File: src/rtl/vdet_pkg.sv
package vdet_pkg;
  localparam int WR_W = 3;
  localparam int RD_W = 4;
  localparam int EN_BIT = 0;
  localparam int SEL_BIT = 1;
  localparam int ACK_BIT = 2;
  localparam int PEND_BIT = 2;
  localparam int FLAG_BIT = 3;

  typedef struct packed {
    logic reloadEdge;
    logic reloadSel;
  } vdetStrobeT;
endpackage

File: src/rtl/vdet_sync.sv
module vdet_sync #(
  parameter int STAGES = 2
) (
  input  logic clk,
  input  logic rstN,
  input  logic din,
  output logic dout
);
  logic [STAGES-1:0] chain;

  always_ff @(posedge clk or negedge rstN) begin
    if (!rstN) chain <= '0;
    else       chain <= {chain[STAGES-2:0], din};
  end

  assign dout = chain[STAGES-1];
endmodule

File: src/rtl/vdet_datapath.sv
module vdet_datapath
  import vdet_pkg::*;
#(
  parameter int SYNC_STAGES = 2
) (
  input  logic       clk,
  input  logic       rstN,
  input  logic       supplyCmp,
  input  logic       extCmp,
  input  logic       lvrOptEn,
  input  logic       srcSel,
  input  vdetStrobeT strobe,
  output logic       flag,
  output logic       toggle
);
  logic supS, extS;
  logic prevFlag, activeQ, reloadVal;

  vdet_sync #(.STAGES(SYNC_STAGES)) u_syncSup (
    .clk(clk), .rstN(rstN), .din(supplyCmp), .dout(supS));
  vdet_sync #(.STAGES(SYNC_STAGES)) u_syncExt (
    .clk(clk), .rstN(rstN), .din(extCmp), .dout(extS));

  assign flag      = lvrOptEn & (srcSel ? extS : supS);
  assign reloadVal = lvrOptEn & (strobe.reloadSel ? extS : supS);

  always_ff @(posedge clk or negedge rstN) begin
    if (!rstN) begin
      prevFlag <= 1'b0;
      activeQ  <= 1'b0;
    end else begin
      activeQ  <= lvrOptEn;
      prevFlag <= strobe.reloadEdge ? reloadVal : flag;
    end
  end

  assign toggle = lvrOptEn & activeQ & (flag ^ prevFlag);


  reload_no_toggle_chk: assert property (@(posedge clk) disable iff (!rstN)
    $past(strobe.reloadEdge) && $stable(supS) && $stable(extS) && $stable(lvrOptEn)
      |-> !toggle);
endmodule

File: src/rtl/vdet_ctrl.sv
module vdet_ctrl
  import vdet_pkg::*;
(
  input  logic            clk,
  input  logic            rstN,
  input  logic            regWr,
  input  logic [WR_W-1:0] regWdata,
  input  logic            regRd,
  input  logic            flag,
  input  logic            toggle,
  input  logic            rstDelayBusy,
  output logic            srcSel,
  output vdetStrobeT      strobe,
  output logic            pending,
  output logic [RD_W-1:0] regRdata
);
  logic intEn;
  logic setPend, clrPend;

  assign strobe.reloadEdge = regWr && (regWdata[SEL_BIT] != srcSel);
  assign strobe.reloadSel  = regWdata[SEL_BIT];

  assign setPend = !rstDelayBusy &&
                   ((intEn && toggle) ||
                    (regWr && regWdata[EN_BIT] && !intEn && flag));
  assign clrPend = regWr && regWdata[ACK_BIT];

  always_ff @(posedge clk or negedge rstN) begin
    if (!rstN) begin
      intEn    <= 1'b0;
      srcSel   <= 1'b0;
      pending  <= 1'b0;
      regRdata <= '0;
    end else begin
      if (regWr) begin
        intEn  <= regWdata[EN_BIT];
        srcSel <= regWdata[SEL_BIT];
      end
      if (setPend)      pending <= 1'b1;
      else if (clrPend) pending <= 1'b0;
      if (regRd) begin
        regRdata[EN_BIT]   <= intEn;
        regRdata[SEL_BIT]  <= srcSel;
        regRdata[PEND_BIT] <= pending;
        regRdata[FLAG_BIT] <= flag;
      end
    end
  end


  pend_hold_chk: assert property (@(posedge clk) disable iff (!rstN)
    pending && !(regWr && regWdata[ACK_BIT]) |=> pending);

  delay_quiet_chk: assert property (@(posedge clk) disable iff (!rstN)
    rstDelayBusy && !pending |=> !pending);

  rise_cause_chk: assert property (@(posedge clk) disable iff (!rstN)
    $rose(pending) |-> $past(intEn) || $past(regWr && regWdata[EN_BIT]));

  rd_stable_chk: assert property (@(posedge clk) disable iff (!rstN)
    !regRd |=> $stable(regRdata));
endmodule

File: src/rtl/vdet_irq.sv
module vdet_irq
  import vdet_pkg::*;
#(
  parameter int SYNC_STAGES = 2
) (
  input  logic            clk,
  input  logic            rstN,
  input  logic            supplyCmp,
  input  logic            extCmp,
  input  logic            lvrOptEn,
  input  logic            rstDelayBusy,
  input  logic            regWr,
  input  logic [WR_W-1:0] regWdata,
  input  logic            regRd,
  output logic [RD_W-1:0] regRdata,
  output logic            irqReq
);
  logic       flag, toggle, srcSel, pending;
  vdetStrobeT strobe;

  vdet_datapath #(.SYNC_STAGES(SYNC_STAGES)) u_dp (
    .clk(clk), .rstN(rstN), .supplyCmp(supplyCmp), .extCmp(extCmp),
    .lvrOptEn(lvrOptEn), .srcSel(srcSel), .strobe(strobe),
    .flag(flag), .toggle(toggle));

  vdet_ctrl u_ctrl (
    .clk(clk), .rstN(rstN), .regWr(regWr), .regWdata(regWdata),
    .regRd(regRd), .flag(flag), .toggle(toggle),
    .rstDelayBusy(rstDelayBusy), .srcSel(srcSel), .strobe(strobe),
    .pending(pending), .regRdata(regRdata));

  assign irqReq = pending;


  opt_off_quiet_chk: assert property (@(posedge clk) disable iff (!rstN)
    !lvrOptEn && !irqReq |=> !irqReq);
endmodule

File: config.mk
export PLATFORM = sky130hd
export DESIGN_NAME = vdet_irq
export DESIGN_NICKNAME = d
export VERILOG_FILES = /design/src/rtl/vdet_pkg.sv /design/src/rtl/vdet_sync.sv /design/src/rtl/vdet_datapath.sv /design/src/rtl/vdet_ctrl.sv /design/src/rtl/vdet_irq.sv
export SDC_FILE = /design/constraint.sdc
export NUM_CORES = 1
export LEC_CHECK = 0
export BUFFER_PORTS_ARGS = -buffer_cell sky130_fd_sc_hd__buf_4
export CAP_MARGIN = 20
export CORE_AREA = 3 3 40 42
export CTS_BUF_LIST = sky130_fd_sc_hd__clkbuf_8
export CTS_CLUSTER_DIAMETER = 120
export DETAILED_ROUTE_END_ITERATION = 16
export DIE_AREA = 0 0 43 45
export PLACE_DENSITY_LB_ADDON = 0.3
export SETUP_SLACK_MARGIN = 0.3
export SLEW_MARGIN = 20
export SYNTH_ARGS = -nofsm -noshare
export SYNTH_HDL_FRONTEND = slang
export SYNTH_HIERARCHICAL = 1
export SYNTH_SLANG_ARGS = --single-unit
File: constraint.sdc
create_clock -name clk -period 2.6 [get_ports clk]
set_input_delay 0.26 -clock clk [delete_from_list [all_inputs] [get_ports clk]]
set_output_delay 0.26 -clock clk [all_outputs]
set_load 0.1 [all_outputs]
==> results of run 1 <==
through the flow:
stage          utilization (%)  area, um2  total power [mW]
6_report                  54.6        702             0.565
5_1_grt                   54.6        702             0.590
4_1_cts                   54.6        702             0.574
3_5_place_dp              50.2        646             0.395
3_3_place_gp              50.2        646             0.394
2_1_floorplan                -        522             0.351
synth_stat cells, drive strengths merged:
| cell | n | share of area [%] |
|---|---|---|
| a21bo | 1 | 1.9 |
| and2 | 1 | 1.4 |
| buf | 1 | 1.4 |
| dfrtp | 13 | 62 |
| mux2 | 6 | 13 |
| mux2i | 4 | 7.7 |
| nand2 | 2 | 1.4 |
| nand3 | 1 | 0.96 |
| nand3b | 2 | 2.9 |
| nand4b | 1 | 1.7 |
| nor2b | 1 | 1.2 |
| o211ai | 1 | 2.4 |
| xor2 | 1 | 1.7 |
flip-flops by register name, summed over array words and instances, names as in the netlist:
| signal | flops |
|---|---|
| u_ctrl/pending | 1 |
| u_dp/prevFlag | 1 |
| u_dp/u_syncExt/chain | 2 |
| u_ctrl/srcSel | 1 |
| u_dp/u_syncSup/chain | 2 |
| u_ctrl/intEn | 1 |
| u_ctrl/regRdata | 4 |
| u_dp/activeQ | 1 |
worst reg2reg max path, delay by kind of cell (launching register included):
family        cells  cell delay (ns)
xor+xnor          1             0.17
flops             1             0.43
simple gates      1             0.19
mux               2             0.40
layout by cell type (no fill, tap or decap):
cell,n
sky130_fd_sc_hd__dlygate4sd3_1,1
sky130_fd_sc_hd__nand3b_1,2
sky130_fd_sc_hd__mux2i_1,4
sky130_fd_sc_hd__xor2_1,1
sky130_fd_sc_hd__nand3_1,1
sky130_fd_sc_hd__and2_2,1
sky130_fd_sc_hd__nand2_1,2
sky130_fd_sc_hd__buf_4,15
sky130_fd_sc_hd__a21bo_2,1
sky130_fd_sc_hd__nor2b_1,1
sky130_fd_sc_hd__dfrtp_1,13
sky130_fd_sc_hd__o211ai_2,1
sky130_fd_sc_hd__clkinv_2,1
sky130_fd_sc_hd__clkbuf_8,3
sky130_fd_sc_hd__mux2_2,6
sky130_fd_sc_hd__nand4b_1,1
timing repair:
item | CTS | global route
endpoints found under the hold margin | 13 | 0
hold buffers | 1 | 0
setup buffers | 0 | 0
resized for setup | 0 | 0
cells by family (layout without fill, tap and decap cells):
family                    after synthesis  after routing
xor gates and xnor gates                1              1
and+or+nand+nor                         8              8
buffers and inverters                   1             20
muxes                                  10             10
AOI/OAI and AO/OA                       2              2
DFF                                    13             13
layer usage:
metal	track usage, %	share of wire [%]	wire length (um)
met1	11.1	45	391
met3	3.98	7.2	63
met5	0	0	0
met4	9.04	2.6	23
met2	14.4	45	395
power by group:
| part | switching, mW | internal, mW | leakage (nW) | total [mW] |
|---|---|---|---|---|
| logic | 0.108 | 0.0475 | 0.155 | 0.156 |
| clock network | 0.0681 | 0.106 | 0.0255 | 0.174 |
| registers | 0.0132 | 0.223 | 0.157 | 0.236 |
path summary, 6_finish.rpt:
| kind | startpoint | to | slack [ns] |
|---|---|---|---|
| worst min-delay path | supplyCmp | u_dp/u_syncSup/chain[0] | 0.13 |
| max in group asynchronous | rstN | u_ctrl/pending | 2.05 |
| min in group asynchronous | rstN | u_dp/u_syncExt/chain[1] | 0.39 |
| worst min register to register | u_dp/u_syncExt/chain[0] | u_dp/u_syncExt/chain[1] | 0.35 |
| worst max register to register | u_ctrl/srcSel | u_dp/prevFlag | 1.33 |
| worst max-delay path | u_ctrl/srcSel | u_dp/prevFlag | 1.33 |
area by class of cell:
type / instances / share of cell area, %
clock inverters: 1 / 0.713
repair buffers: 16 / 17.5
clock buffers: 3 / 5.88
well taps: 15 / 2.67
multi-input cells: 21 / 26.9
flip-flops and latches: 13 / 46.3
==> run_summary.xml, run 1 <==
<?xml version="1.0" encoding="UTF-8"?>
<metrics>
  <group name="timing">
    <metric name="timing_worst_slew_pin_value" unit="ns">0.237</metric>
    <metric name="finalSetupTns" unit="ns">0</metric>
    <metric name="final_hold_viol_count" unit="">0</metric>
    <metric name="max_freq" unit="GHz">0.787</metric>
    <metric name="post-route-min-period" unit="ns">1.27</metric>
    <metric name="setup_repair_after_global_routing_missed_its_margin" unit="">no</metric>
    <metric name="final_period_util" unit="%">48.9</metric>
    <metric name="max_slew_margin" unit="%">83.8</metric>
    <metric name="timing_max_transition_violations_final" unit="">0</metric>
    <metric name="timing.hold.ws" unit="ns">0.126</metric>
    <metric name="clock_skew" unit="ns">0.00208</metric>
    <metric name="post-route-worst-setup-slack" unit="ns">1.33</metric>
    <metric name="setup_viol" unit="">0</metric>
  </group>
  <group name="synthesis">
    <metric name="seq_area_frac_synth" unit="%">62.4</metric>
    <metric name="post_synth_xor_area_fraction" unit="%">1.68</metric>
    <metric name="ys_ff_latch" unit="">13</metric>
    <metric name="share_of_cell_area_taken_by_muxes_after_synthesis" unit="%">20.6</metric>
    <metric name="dominant_combinational_cell_family_by_area_after_synthesis" unit="">multiplexers</metric>
    <metric name="synth_simple_gate_area_share" unit="%">9.59</metric>
    <metric name="area_of_the_mapped_netlist" unit="um2">522</metric>
    <metric name="synth.net_count" unit="">46</metric>
    <metric name="syn_inst" unit="">35</metric>
    <metric name="synth.distinct_cells" unit="">13</metric>
    <metric name="synth.avg_cell_area" unit="um2">14.9</metric>
    <metric name="synth_compound_gate_area_share" unit="%">4.32</metric>
    <metric name="post_synth_fa_ha_maj_area_fraction" unit="%">0</metric>
    <metric name="yosysWarnings" unit="">6</metric>
  </group>
  <group name="flow_run">
    <metric name="maxCapViolations" unit="">0</metric>
  </group>
  <group name="global_route">
    <metric name="grt_pass1_wl" unit="um">1310</metric>
    <metric name="grt_start_max_net_pins" unit="">14</metric>
    <metric name="global_route_usage_over_all_layers" unit="%">9.91</metric>
    <metric name="initial_antenna_violation_count" unit="">0</metric>
    <metric name="vias_in_the_first_global_route" unit="">306</metric>
    <metric name="gr-total-overflow" unit="">0</metric>
  </group>
  <group name="setup_path">
    <metric name="timing_worst_setup_path_type" unit="">register to register</metric>
    <metric name="path_delay_family" unit="">flip-flops</metric>
    <metric name="worst-path-max-fanout" unit="">5</metric>
    <metric name="worst-path-stages" unit="">4</metric>
    <metric name="cp_data_arrival_time" unit="ns">1.43</metric>
    <metric name="cp_data_required_time" unit="ns">2.76</metric>
    <metric name="cp-end-kind" unit="">register</metric>
    <metric name="critical_path.n_buffers_inverters" unit="">0</metric>
    <metric name="critical-path-slowest-cell" unit="">sky130_fd_sc_hd__dfrtp_1</metric>
    <metric name="timing.critical_path.from_type" unit="">register</metric>
    <metric name="r2r.worst_path.cells" unit="">4</metric>
    <metric name="timing.critical_path.cells" unit="">xor2_1, and2_2, mux2i_1, mux2i_1</metric>
    <metric name="worst_path_largest_cell_delay" unit="ns">0.43</metric>
    <metric name="timing.critical_path.mode_cell" unit="">sky130_fd_sc_hd__mux2i_1</metric>
  </group>
  <group name="clock_tree">
    <metric name="cts_buffers" unit="">3</metric>
    <metric name="clockRootBuffer" unit="">sky130_fd_sc_hd__clkbuf_8</metric>
    <metric name="clock_transition_at_the_registers_of_the_reported_paths" unit="ns">0.05</metric>
    <metric name="clk_path_buf_depth" unit="">2</metric>
    <metric name="cts_tree" unit="">yes</metric>
    <metric name="htree_num_levels" unit="">1</metric>
    <metric name="insertion_delay" unit="ns">0.24</metric>
    <metric name="clock-sinks" unit="">13</metric>
  </group>
  <group name="route">
    <metric name="post_drt_wl_per_cell" unit="um">12.7</metric>
    <metric name="drt_wl_total" unit="um">875</metric>
    <metric name="vias_per_cell" unit="">4.90</metric>
    <metric name="route.detailed.drc" unit="">0</metric>
    <metric name="dr_total_vias" unit="">338</metric>
    <metric name="drt_pass1_iterations" unit="">4</metric>
    <metric name="antenna_left" unit="">0</metric>
    <metric name="initialDrtViolationCount" unit="">1</metric>
  </group>
  <group name="min_path">
    <metric name="worst_hold_path_type" unit="">primary input to register</metric>
    <metric name="worst_hold_path.num_cells" unit="">1</metric>
  </group>
  <group name="placement">
    <metric name="gp_congestion" unit="">0.659</metric>
    <metric name="dp_worst_setup_slack" unit="ns">1.31</metric>
    <metric name="dp.cells" unit="">64</metric>
    <metric name="port_buffers" unit="">15</metric>
  </group>
  <group name="power">
    <metric name="worst_ir_drop_vdd" unit="mV">0.337</metric>
    <metric name="power_density" unit="nW/um2">805</metric>
    <metric name="power.static_leakage" unit="nW">0.338</metric>
  </group>
  <group name="die">
    <metric name="fp.dieH" unit="um">45</metric>
    <metric name="placeable_core_region" unit="um2">1280</metric>
    <metric name="top_level_ports" unit="">16</metric>
    <metric name="die_width" unit="um">43</metric>
    <metric name="dieArea" unit="um2">1940</metric>
    <metric name="std_cell_rows" unit="">13</metric>
    <metric name="floorplan.initialDensity" unit="%">40.6</metric>
  </group>
  <group name="cells_and_area">
    <metric name="post_layout_nonfiller_instances" unit="">69</metric>
    <metric name="register_area" unit="um2">325</metric>
    <metric name="antennaDiodeCount" unit="">0</metric>
    <metric name="n_fill_cell" unit="">109</metric>
    <metric name="drive_above_1_share" unit="%">51.9</metric>
    <metric name="num-nets-final" unit="">66</metric>
    <metric name="syn_to_final_growth" unit="%">34.5</metric>
    <metric name="multi_input_area" unit="um2">189</metric>
  </group>
  <group name="outcome">
    <metric name="status" unit="">finished, final reports clean</metric>
  </group>
</metrics>
Power figures use the tool's default switching activity.
==> inputs of run 2 (changes only) <==
--- a/config.mk
+++ b/config.mk
@@ -5,6 +5,7 @@
 export SDC_FILE = /design/constraint.sdc
 export NUM_CORES = 1
 export LEC_CHECK = 0
+export ABC_AREA = 1
 export BUFFER_PORTS_ARGS = -buffer_cell sky130_fd_sc_hd__buf_4
 export CAP_MARGIN = 20
 export CORE_AREA = 3 3 40 42
==> constraint.sdc (replaced) <==
create_clock -name clk -period 1.3 [get_ports clk]
set_input_delay 0.13 -clock clk [delete_from_list [all_inputs] [get_ports clk]]
set_output_delay 0.13 -clock clk [all_outputs]
set_load 0.1 [all_outputs]
==> run 2 against run 1 <==
Net effect:
- area after synthesis rose by 0.96%
- flip-flop and latch count did not move
- synthesized cell count rose by 63%
- via count rose by 27%
- core utilization rose by 5.2 points
- setup slack got worse by 1.2 ns
- global-route usage rose by 2.7 points
- combinational power rose by 110%
- total power rose by 110%
- sequential share of layout area fell by 3.2 points
- cell count rose by 35%
- clock-buffer cell count did not move
- largest cell class unchanged
- largest power group unchanged
==> run_summary.xml, run 2 <==
<?xml version="1.0" encoding="UTF-8"?>
<metrics>
  <group name="outcome">
    <metric name="status" unit="">finished, final reports clean</metric>
  </group>
  <group name="setup_path">
    <metric name="critical_path.n_buffers_inverters" unit="">2</metric>
    <metric name="timing.critical_path.from_type" unit="">register</metric>
    <metric name="cp-end-kind" unit="">register</metric>
    <metric name="worst-path-max-fanout" unit="">5</metric>
    <metric name="setup.worst_path.start" unit="">u_ctrl/srcSel</metric>
    <metric name="cp_data_required_time" unit="ns">1.48</metric>
    <metric name="critical-path-slowest-cell" unit="">sky130_fd_sc_hd__dfrtp_1</metric>
    <metric name="cp_data_arrival_time" unit="ns">1.30</metric>
    <metric name="worst-path-stages" unit="">9</metric>
    <metric name="r2r.worst_path.cells" unit="">9</metric>
    <metric name="reg2reg_to" unit="">u_ctrl/pending</metric>
    <metric name="timing_worst_setup_path_type" unit="">register to register</metric>
    <metric name="worst_path_largest_cell_delay" unit="ns">0.41</metric>
    <metric name="timing.critical_path.cells" unit="">inv_1, nand2_2, nand2_2, a21oi_1, nor2_1, inv_1, a21oi_2, nand2_1, nand2_1</metric>
    <metric name="r2r_setup_slack" unit="ns">0.18</metric>
    <metric name="timing.rr.start" unit="">u_ctrl/srcSel</metric>
    <metric name="cp-endpoint" unit="">u_ctrl/pending</metric>
    <metric name="path_delay_family" unit="">flip-flops</metric>
  </group>
  <group name="global_route">
    <metric name="gr-total-overflow" unit="">0</metric>
    <metric name="global_route_usage_over_all_layers" unit="%">12.6</metric>
    <metric name="initial_antenna_violation_count" unit="">0</metric>
    <metric name="grt_pass1_wl" unit="um">1680</metric>
    <metric name="vias_in_the_first_global_route" unit="">419</metric>
    <metric name="grt_start_max_net_pins" unit="">14</metric>
  </group>
  <group name="timing">
    <metric name="setup_viol" unit="">0</metric>
    <metric name="final_hold_viol_count" unit="">0</metric>
    <metric name="timing_max_transition_violations_final" unit="">0</metric>
    <metric name="finalSetupTns" unit="ns">0</metric>
    <metric name="clock_skew" unit="ns">0.00236</metric>
    <metric name="max_freq" unit="GHz">0.891</metric>
    <metric name="max_slew_margin" unit="%">85.7</metric>
    <metric name="setup_repair_after_global_routing_missed_its_margin" unit="">yes</metric>
    <metric name="final_period_util" unit="%">86.4</metric>
    <metric name="timing.hold.ws" unit="ns">0.0466</metric>
    <metric name="timing_worst_slew_pin_value" unit="ns">0.214</metric>
    <metric name="post-route-worst-setup-slack" unit="ns">0.177</metric>
    <metric name="post-route-min-period" unit="ns">1.12</metric>
  </group>
  <group name="route">
    <metric name="route.detailed.drc" unit="">0</metric>
    <metric name="post_drt_wl_per_cell" unit="um">11.5</metric>
    <metric name="dr_total_vias" unit="">428</metric>
    <metric name="vias_per_cell" unit="">4.60</metric>
    <metric name="drt_pass1_iterations" unit="">2</metric>
    <metric name="initialDrtViolationCount" unit="">5</metric>
    <metric name="drt_wl_total" unit="um">1070</metric>
    <metric name="antenna_left" unit="">0</metric>
  </group>
  <group name="synthesis">
    <metric name="synth.top_cell.area_share" unit="%">61.8</metric>
    <metric name="post_synth_xor_area_fraction" unit="%">0</metric>
    <metric name="area_of_the_mapped_netlist" unit="um2">527</metric>
    <metric name="post_synth_fa_ha_maj_area_fraction" unit="%">0</metric>
    <metric name="share_of_cell_area_taken_by_muxes_after_synthesis" unit="%">0</metric>
    <metric name="synth.avg_cell_area" unit="um2">9.24</metric>
    <metric name="synth_compound_gate_area_share" unit="%">12.1</metric>
    <metric name="synth.net_count" unit="">68</metric>
    <metric name="ys_ff_latch" unit="">13</metric>
    <metric name="syn_inst" unit="">57</metric>
    <metric name="synth_simple_gate_area_share" unit="%">18.3</metric>
    <metric name="dominant_combinational_cell_family_by_area_after_synthesis" unit="">simple AND/OR/NAND/NOR gates</metric>
    <metric name="synth-edff-count" unit="">0</metric>
    <metric name="yosysMostFrequentCell" unit="">sky130_fd_sc_hd__nand2_1</metric>
    <metric name="async_flop_share" unit="%">100</metric>
    <metric name="yosys-top-cells-count" unit="">sky130_fd_sc_hd__nand2_1, sky130_fd_sc_hd__dfrtp_1, sky130_fd_sc_hd__inv_1</metric>
    <metric name="yosys_most_used_dff" unit="">sky130_fd_sc_hd__dfrtp_1</metric>
    <metric name="synth.distinct_cells" unit="">12</metric>
    <metric name="post-synth-top-area-cell" unit="">sky130_fd_sc_hd__dfrtp_1</metric>
    <metric name="yosysWarnings" unit="">6</metric>
    <metric name="seq_area_frac_synth" unit="%">61.8</metric>
    <metric name="synth.area.top_cells" unit="">sky130_fd_sc_hd__dfrtp_1, sky130_fd_sc_hd__nand2_1, sky130_fd_sc_hd__inv_1</metric>
  </group>
  <group name="clock_tree">
    <metric name="insertion_delay" unit="ns">0.24</metric>
    <metric name="cts_tree" unit="">yes</metric>
    <metric name="cts_buffers" unit="">3</metric>
    <metric name="htree_num_levels" unit="">1</metric>
    <metric name="clockRootBuffer" unit="">sky130_fd_sc_hd__clkbuf_8</metric>
    <metric name="cts_post_setup_buffers_inserted" unit="">0</metric>
    <metric name="clock_transition_at_the_registers_of_the_reported_paths" unit="ns">0.05</metric>
    <metric name="clock-sinks" unit="">13</metric>
    <metric name="clk_path_buf_depth" unit="">2</metric>
  </group>
  <group name="placement">
    <metric name="dp.cells" unit="">86</metric>
    <metric name="port_buffers" unit="">15</metric>
    <metric name="placement.cell_area" unit="um2">657</metric>
    <metric name="dp_worst_setup_slack" unit="ns">0.208</metric>
    <metric name="place_hpwl" unit="um">695</metric>
    <metric name="gp_congestion" unit="">0.615</metric>
  </group>
  <group name="min_path">
    <metric name="worst_hold_path_type" unit="">primary input to register</metric>
    <metric name="hold_path.startpoint" unit="">lvrOptEn</metric>
  </group>
  <group name="cells_and_area">
    <metric name="antennaDiodeCount" unit="">0</metric>
    <metric name="post_layout_nonfiller_instances" unit="">93</metric>
    <metric name="final_common_cell" unit="">sky130_fd_sc_hd__nand2_1</metric>
    <metric name="drive_above_1_share" unit="%">37.2</metric>
    <metric name="n_fill_cell" unit="">122</metric>
    <metric name="num-nets-final" unit="">90</metric>
    <metric name="most-common-layout-cells" unit="">sky130_fd_sc_hd__nand2_1, sky130_fd_sc_hd__buf_4, sky130_fd_sc_hd__inv_1, sky130_fd_sc_hd__dfrtp_1</metric>
    <metric name="regMostFlops" unit="">u_ctrl/regRdata</metric>
    <metric name="finish.utilization" unit="%">59.8</metric>
    <metric name="finish.instance_area" unit="um2">768</metric>
    <metric name="largest_register_ff_count" unit="">4</metric>
    <metric name="syn_to_final_growth" unit="%">45.8</metric>
    <metric name="layout_top_registers" unit="">u_ctrl/regRdata (4), u_dp/u_syncExt/chain (2), u_dp/u_syncSup/chain (2)</metric>
  </group>
  <group name="die">
    <metric name="top_level_ports" unit="">16</metric>
    <metric name="placeable_core_region" unit="um2">1280</metric>
    <metric name="die_width" unit="um">43</metric>
    <metric name="std_cell_rows" unit="">13</metric>
    <metric name="floorplan.initialDensity" unit="%">41.0</metric>
    <metric name="dieArea" unit="um2">1940</metric>
    <metric name="fp.dieH" unit="um">45</metric>
  </group>
  <group name="power">
    <metric name="worst_ir_drop_vdd" unit="mV">0.928</metric>
    <metric name="power_switching" unit="mW">0.399</metric>
    <metric name="switching_share" unit="%">34.3</metric>
    <metric name="internal-power" unit="mW">0.765</metric>
    <metric name="pwr-share-clk" unit="%">30.1</metric>
    <metric name="combinational_share_of_power" unit="%">28.6</metric>
    <metric name="power.total" unit="mW">1.16</metric>
    <metric name="power.static_leakage" unit="nW">0.380</metric>
    <metric name="power_density" unit="nW/um2">1510</metric>
    <metric name="seq_power_share" unit="%">41.3</metric>
  </group>
  <group name="flow_run">
    <metric name="maxCapViolations" unit="">0</metric>
  </group>
</metrics>
[run 2: cell types whose count changed in the layout (fill, tap and decap cells not counted), moves of 4 or more]
cell	previous run	this run
sky130_fd_sc_hd__dfrtp_1	13	8
sky130_fd_sc_hd__dfrtp_2	0	5
sky130_fd_sc_hd__o21ai_0	0	5
sky130_fd_sc_hd__mux2i_1	4	0
sky130_fd_sc_hd__buf_4	15	10
sky130_fd_sc_hd__inv_1	0	9
sky130_fd_sc_hd__a21oi_1	0	4
sky130_fd_sc_hd__nand2_1	2	14
sky130_fd_sc_hd__mux2_2	6	0
[run 2: kinds of logic (layout without fill, tap and decap cells)]
group	after synthesis	in the layout
and+or+nand+nor	22	22
DFF	13	13
AOI/OAI and AO/OA	12	12
buffers and inverters	10	31
[run 2: layout make-up]
cell class                      instances  area [um2]  share of cell area, %
Multi-Input combinational cell         34         164                   21.3
Clock inverter                          1        5.00                  0.651
Inverter                                9        33.8                   4.40
Clock buffer                            3        41.3                   5.37
Sequential cell                        13         332                   43.2
Tap cell                               15        18.8                   2.44
Timing Repair Buffer                   18         174                   22.6
[run 2: timing repair]
item | 4_1_cts | 5_1_grt
setup endpoints to repair | 6 | 5
endpoints found under the hold margin | 15 | 0
pin swaps | 0 | 1
resized for setup | 4 | 5
hold buffers | 3 | 0
[run 2: worst min-delay path by stage]
stage	depth (start not counted)	end	slack, ns
floorplan	0	u_ctrl/intEn	-0.17
global placement	1	u_ctrl/intEn	-0.02
detailed placement	1	u_dp/prevFlag	-0.02
CTS	1	u_dp/activeQ	0.04
global route	1	u_dp/activeQ	0.04
finish	1	u_dp/activeQ	0.05
[run 2: metal layers]
layer | part of all wire (%) | wire length, um | vias to the layer above | track usage [%]
met2 | 54 | 577 | 8 | 20.4
met1 | 39 | 417 | 201 | 12.8
met4 | 1.6 | 17 | 0 | 7.23
met5 | 0 | 0 | - | 0
li1 | - | - | 217 | -
met3 | 4.9 | 52 | 2 | 7.57
[run 2: power groups by stage]
stage	clock network [mW]	registers, mW	logic, mW
5_1_grt	0.390	0.485	0.354
2_1_floorplan	0	0.629	0.0546
4_1_cts	0.362	0.472	0.312
3_5_place_dp	0	0.476	0.294
6_report	0.350	0.480	0.333
3_3_place_gp	0	0.474	0.291
==> inputs of run 3 (changes only) <==
--- a/config.mk
+++ b/config.mk
@@ -9,7 +9,7 @@
 export BUFFER_PORTS_ARGS = -buffer_cell sky130_fd_sc_hd__buf_4
 export CAP_MARGIN = 20
 export CORE_AREA = 3 3 40 42
-export CTS_BUF_LIST = sky130_fd_sc_hd__clkbuf_8
+export CTS_BUF_LIST = sky130_fd_sc_hd__clkbuf_4
 export CTS_CLUSTER_DIAMETER = 120
 export DETAILED_ROUTE_END_ITERATION = 16
 export DIE_AREA = 0 0 43 45
==> run 3 against run 2 <==
Net effect:
- die area is the same
- setup slack lost 0.0053 ns
- combinational power grew 14%
- via count grew 4.2%
- sequential power is essentially flat
- flip-flop and latch count is the same
- clock-buffer cell count is the same
- sequential share of layout area shrank 2.0 points
- clock skew shrank 0.00098 ns
- routed wire length grew 1.3%
- critical endpoint unchanged
- largest cell class unchanged
- largest power group unchanged
==> run_summary.xml, run 3 (synthesis results as in run 2) <==
<?xml version="1.0" encoding="UTF-8"?>
<metrics>
  <group name="cells_and_area">
    <metric name="drive_above_1_share" unit="%">38.3</metric>
    <metric name="post_layout_nonfiller_instances" unit="">96</metric>
    <metric name="layout_top_registers" unit="">u_ctrl/regRdata (4), u_dp/u_syncExt/chain (2), u_dp/u_syncSup/chain (2)</metric>
    <metric name="largest_register_ff_count" unit="">4</metric>
    <metric name="register_area" unit="um2">332</metric>
    <metric name="n_fill_cell" unit="">122</metric>
    <metric name="finish.instance_area" unit="um2">806</metric>
    <metric name="final_common_cell" unit="">sky130_fd_sc_hd__nand2_1</metric>
    <metric name="multi_input_area" unit="um2">164</metric>
    <metric name="syn_to_final_growth" unit="%">53.0</metric>
    <metric name="num-nets-final" unit="">93</metric>
    <metric name="regMostFlops" unit="">u_ctrl/regRdata</metric>
    <metric name="most-common-layout-cells" unit="">sky130_fd_sc_hd__nand2_1, sky130_fd_sc_hd__buf_4, sky130_fd_sc_hd__inv_1, sky130_fd_sc_hd__dfrtp_1</metric>
    <metric name="antennaDiodeCount" unit="">0</metric>
  </group>
  <group name="timing">
    <metric name="max_slew_margin" unit="%">85.4</metric>
    <metric name="finalSetupTns" unit="ns">0</metric>
    <metric name="final_hold_viol_count" unit="">0</metric>
    <metric name="timing_max_transition_violations_final" unit="">0</metric>
    <metric name="timing_worst_slew_pin_value" unit="ns">0.220</metric>
    <metric name="final_period_util" unit="%">86.8</metric>
    <metric name="max_freq" unit="GHz">0.887</metric>
    <metric name="setup_repair_after_global_routing_missed_its_margin" unit="">yes</metric>
    <metric name="setup_viol" unit="">0</metric>
    <metric name="clock_skew" unit="ns">0.00137</metric>
    <metric name="post-route-min-period" unit="ns">1.13</metric>
  </group>
  <group name="clock_tree">
    <metric name="clock-sinks" unit="">13</metric>
    <metric name="cts_buffers" unit="">3</metric>
    <metric name="htree_num_levels" unit="">1</metric>
    <metric name="clk_path_buf_depth" unit="">2</metric>
    <metric name="cts_tree" unit="">yes</metric>
    <metric name="clock_transition_at_the_registers_of_the_reported_paths" unit="ns">0.08</metric>
    <metric name="clockRootBuffer" unit="">sky130_fd_sc_hd__clkbuf_4</metric>
    <metric name="insertion_delay" unit="ns">0.27</metric>
  </group>
  <group name="power">
    <metric name="power_density" unit="nW/um2">1370</metric>
    <metric name="worst_ir_drop_vdd" unit="mV">0.847</metric>
    <metric name="power.static_leakage" unit="nW">0.397</metric>
  </group>
  <group name="route">
    <metric name="dr_total_vias" unit="">446</metric>
    <metric name="post_drt_wl_per_cell" unit="um">11.3</metric>
    <metric name="drt_pass1_iterations" unit="">4</metric>
    <metric name="antenna_left" unit="">0</metric>
    <metric name="route.detailed.drc" unit="">0</metric>
    <metric name="vias_per_cell" unit="">4.65</metric>
    <metric name="initialDrtViolationCount" unit="">4</metric>
    <metric name="drt_wl_total" unit="um">1080</metric>
  </group>
  <group name="setup_path">
    <metric name="timing.critical_path.from_type" unit="">register</metric>
    <metric name="timing_worst_setup_path_type" unit="">register to register</metric>
    <metric name="cp_data_required_time" unit="ns">1.52</metric>
    <metric name="r2r_setup_slack" unit="ns">0.17</metric>
    <metric name="cp_data_arrival_time" unit="ns">1.34</metric>
    <metric name="worst-path-max-fanout" unit="">5</metric>
    <metric name="cp-end-kind" unit="">register</metric>
  </group>
  <group name="global_route">
    <metric name="grt_pass1_wl" unit="um">1720</metric>
    <metric name="initial_antenna_violation_count" unit="">0</metric>
    <metric name="gr-total-overflow" unit="">0</metric>
    <metric name="vias_in_the_first_global_route" unit="">430</metric>
    <metric name="global_route_usage_over_all_layers" unit="%">13.0</metric>
    <metric name="grt_start_max_net_pins" unit="">14</metric>
  </group>
  <group name="flow_run">
    <metric name="maxCapViolations" unit="">0</metric>
  </group>
  <group name="min_path">
    <metric name="worst_hold_path_type" unit="">primary input to register</metric>
  </group>
  <group name="die">
    <metric name="die_width" unit="um">43</metric>
    <metric name="fp.dieH" unit="um">45</metric>
    <metric name="floorplan.initialDensity" unit="%">41.0</metric>
    <metric name="top_level_ports" unit="">16</metric>
    <metric name="placeable_core_region" unit="um2">1280</metric>
    <metric name="dieArea" unit="um2">1940</metric>
    <metric name="std_cell_rows" unit="">13</metric>
  </group>
  <group name="placement">
    <metric name="placement.cell_area" unit="um2">657</metric>
    <metric name="place_hpwl" unit="um">695</metric>
    <metric name="dp.cells" unit="">86</metric>
    <metric name="port_buffers" unit="">15</metric>
    <metric name="gp_congestion" unit="">0.615</metric>
  </group>
  <group name="outcome">
    <metric name="status" unit="">finished, final reports clean</metric>
  </group>
</metrics>
-- run 3: metrics by stage --
stage | total power, mW | utilization [%] | setup slack (ns) | hold WS (ns)
floorplan | 0.684 | - | 0.292 | -0.166
global placement | 0.765 | 51.1 | 0.234 | -0.0183
detailed placement | 0.771 | 51.1 | 0.208 | -0.0175
CTS | 1.07 | 59.0 | 0.189 | 0.00474
global route | 1.17 | 62.7 | 0.0653 | 0.0735
finish | 1.10 | 62.7 | 0.172 | 0.0732
-- run 3: worst paths after layout --
kind,start,end,cells after the start
setup / recovery,u_ctrl/srcSel,u_ctrl/pending,9
hold / removal,regWdata[0],u_ctrl/intEn,3
setup reg to reg,u_ctrl/srcSel,u_ctrl/pending,9
hold reg to reg,u_dp/u_syncExt/chain[0],u_dp/u_syncExt/chain[1],0
max in group asynchronous,rstN,u_ctrl/regRdata[0],2
min in group asynchronous,rstN,u_ctrl/pending,2
-- run 3: per-layer routing --
layer	vias to the layer above	part of all wire (%)	wire length, um	GRT usage [%]
met3	2	5.4	58	7.57
met2	10	53	577	21.0
met5	-	0	0	0
met4	0	1.6	17	7.23
met1	210	39	426	13.3
li1	224	-	-	-
-- run 3: worst max-delay path, stage by stage, from the launching register on --
cell                      delay, ns
sky130_fd_sc_hd__dfrtp_1       0.42
sky130_fd_sc_hd__inv_1         0.08
sky130_fd_sc_hd__nand2_2       0.05
sky130_fd_sc_hd__nand2_2       0.08
sky130_fd_sc_hd__a21oi_1       0.07
sky130_fd_sc_hd__nor2_1        0.10
sky130_fd_sc_hd__inv_1         0.05
sky130_fd_sc_hd__a21oi_2       0.12
sky130_fd_sc_hd__nand2_1       0.06
sky130_fd_sc_hd__nand2_1       0.05
-- run 3: what timing repair did --
action | 4_1_cts | 5_1_grt
setup buffers | 1 | 1
pin swaps | 0 | 1
resized for setup | 9 | 7
cloned | 0 | 0
hold buffers | 3 | 1
hold endpoints to repair | 15 | 1
endpoints found under the setup margin | 6 | 8
-- run 3: area by class of cell --
type	count	share of cell area (%)
flip-flops and latches	13	41.1
repair buffers	21	28.6
multi-input cells	34	20.3
inverters	9	4.19
clock buffers	3	2.80
well taps	15	2.33
clock inverters	1	0.621
-- run 3: power breakdown --
| part | switching (mW) | leakage [nW] | internal [mW] |
|---|---|---|---|
| Combinational | 0.233 | 0.229 | 0.147 |
| Clock | 0.130 | 0.0177 | 0.114 |
| Sequential | 0.0344 | 0.151 | 0.446 |
| Total | 0.398 | 0.397 | 0.707 |
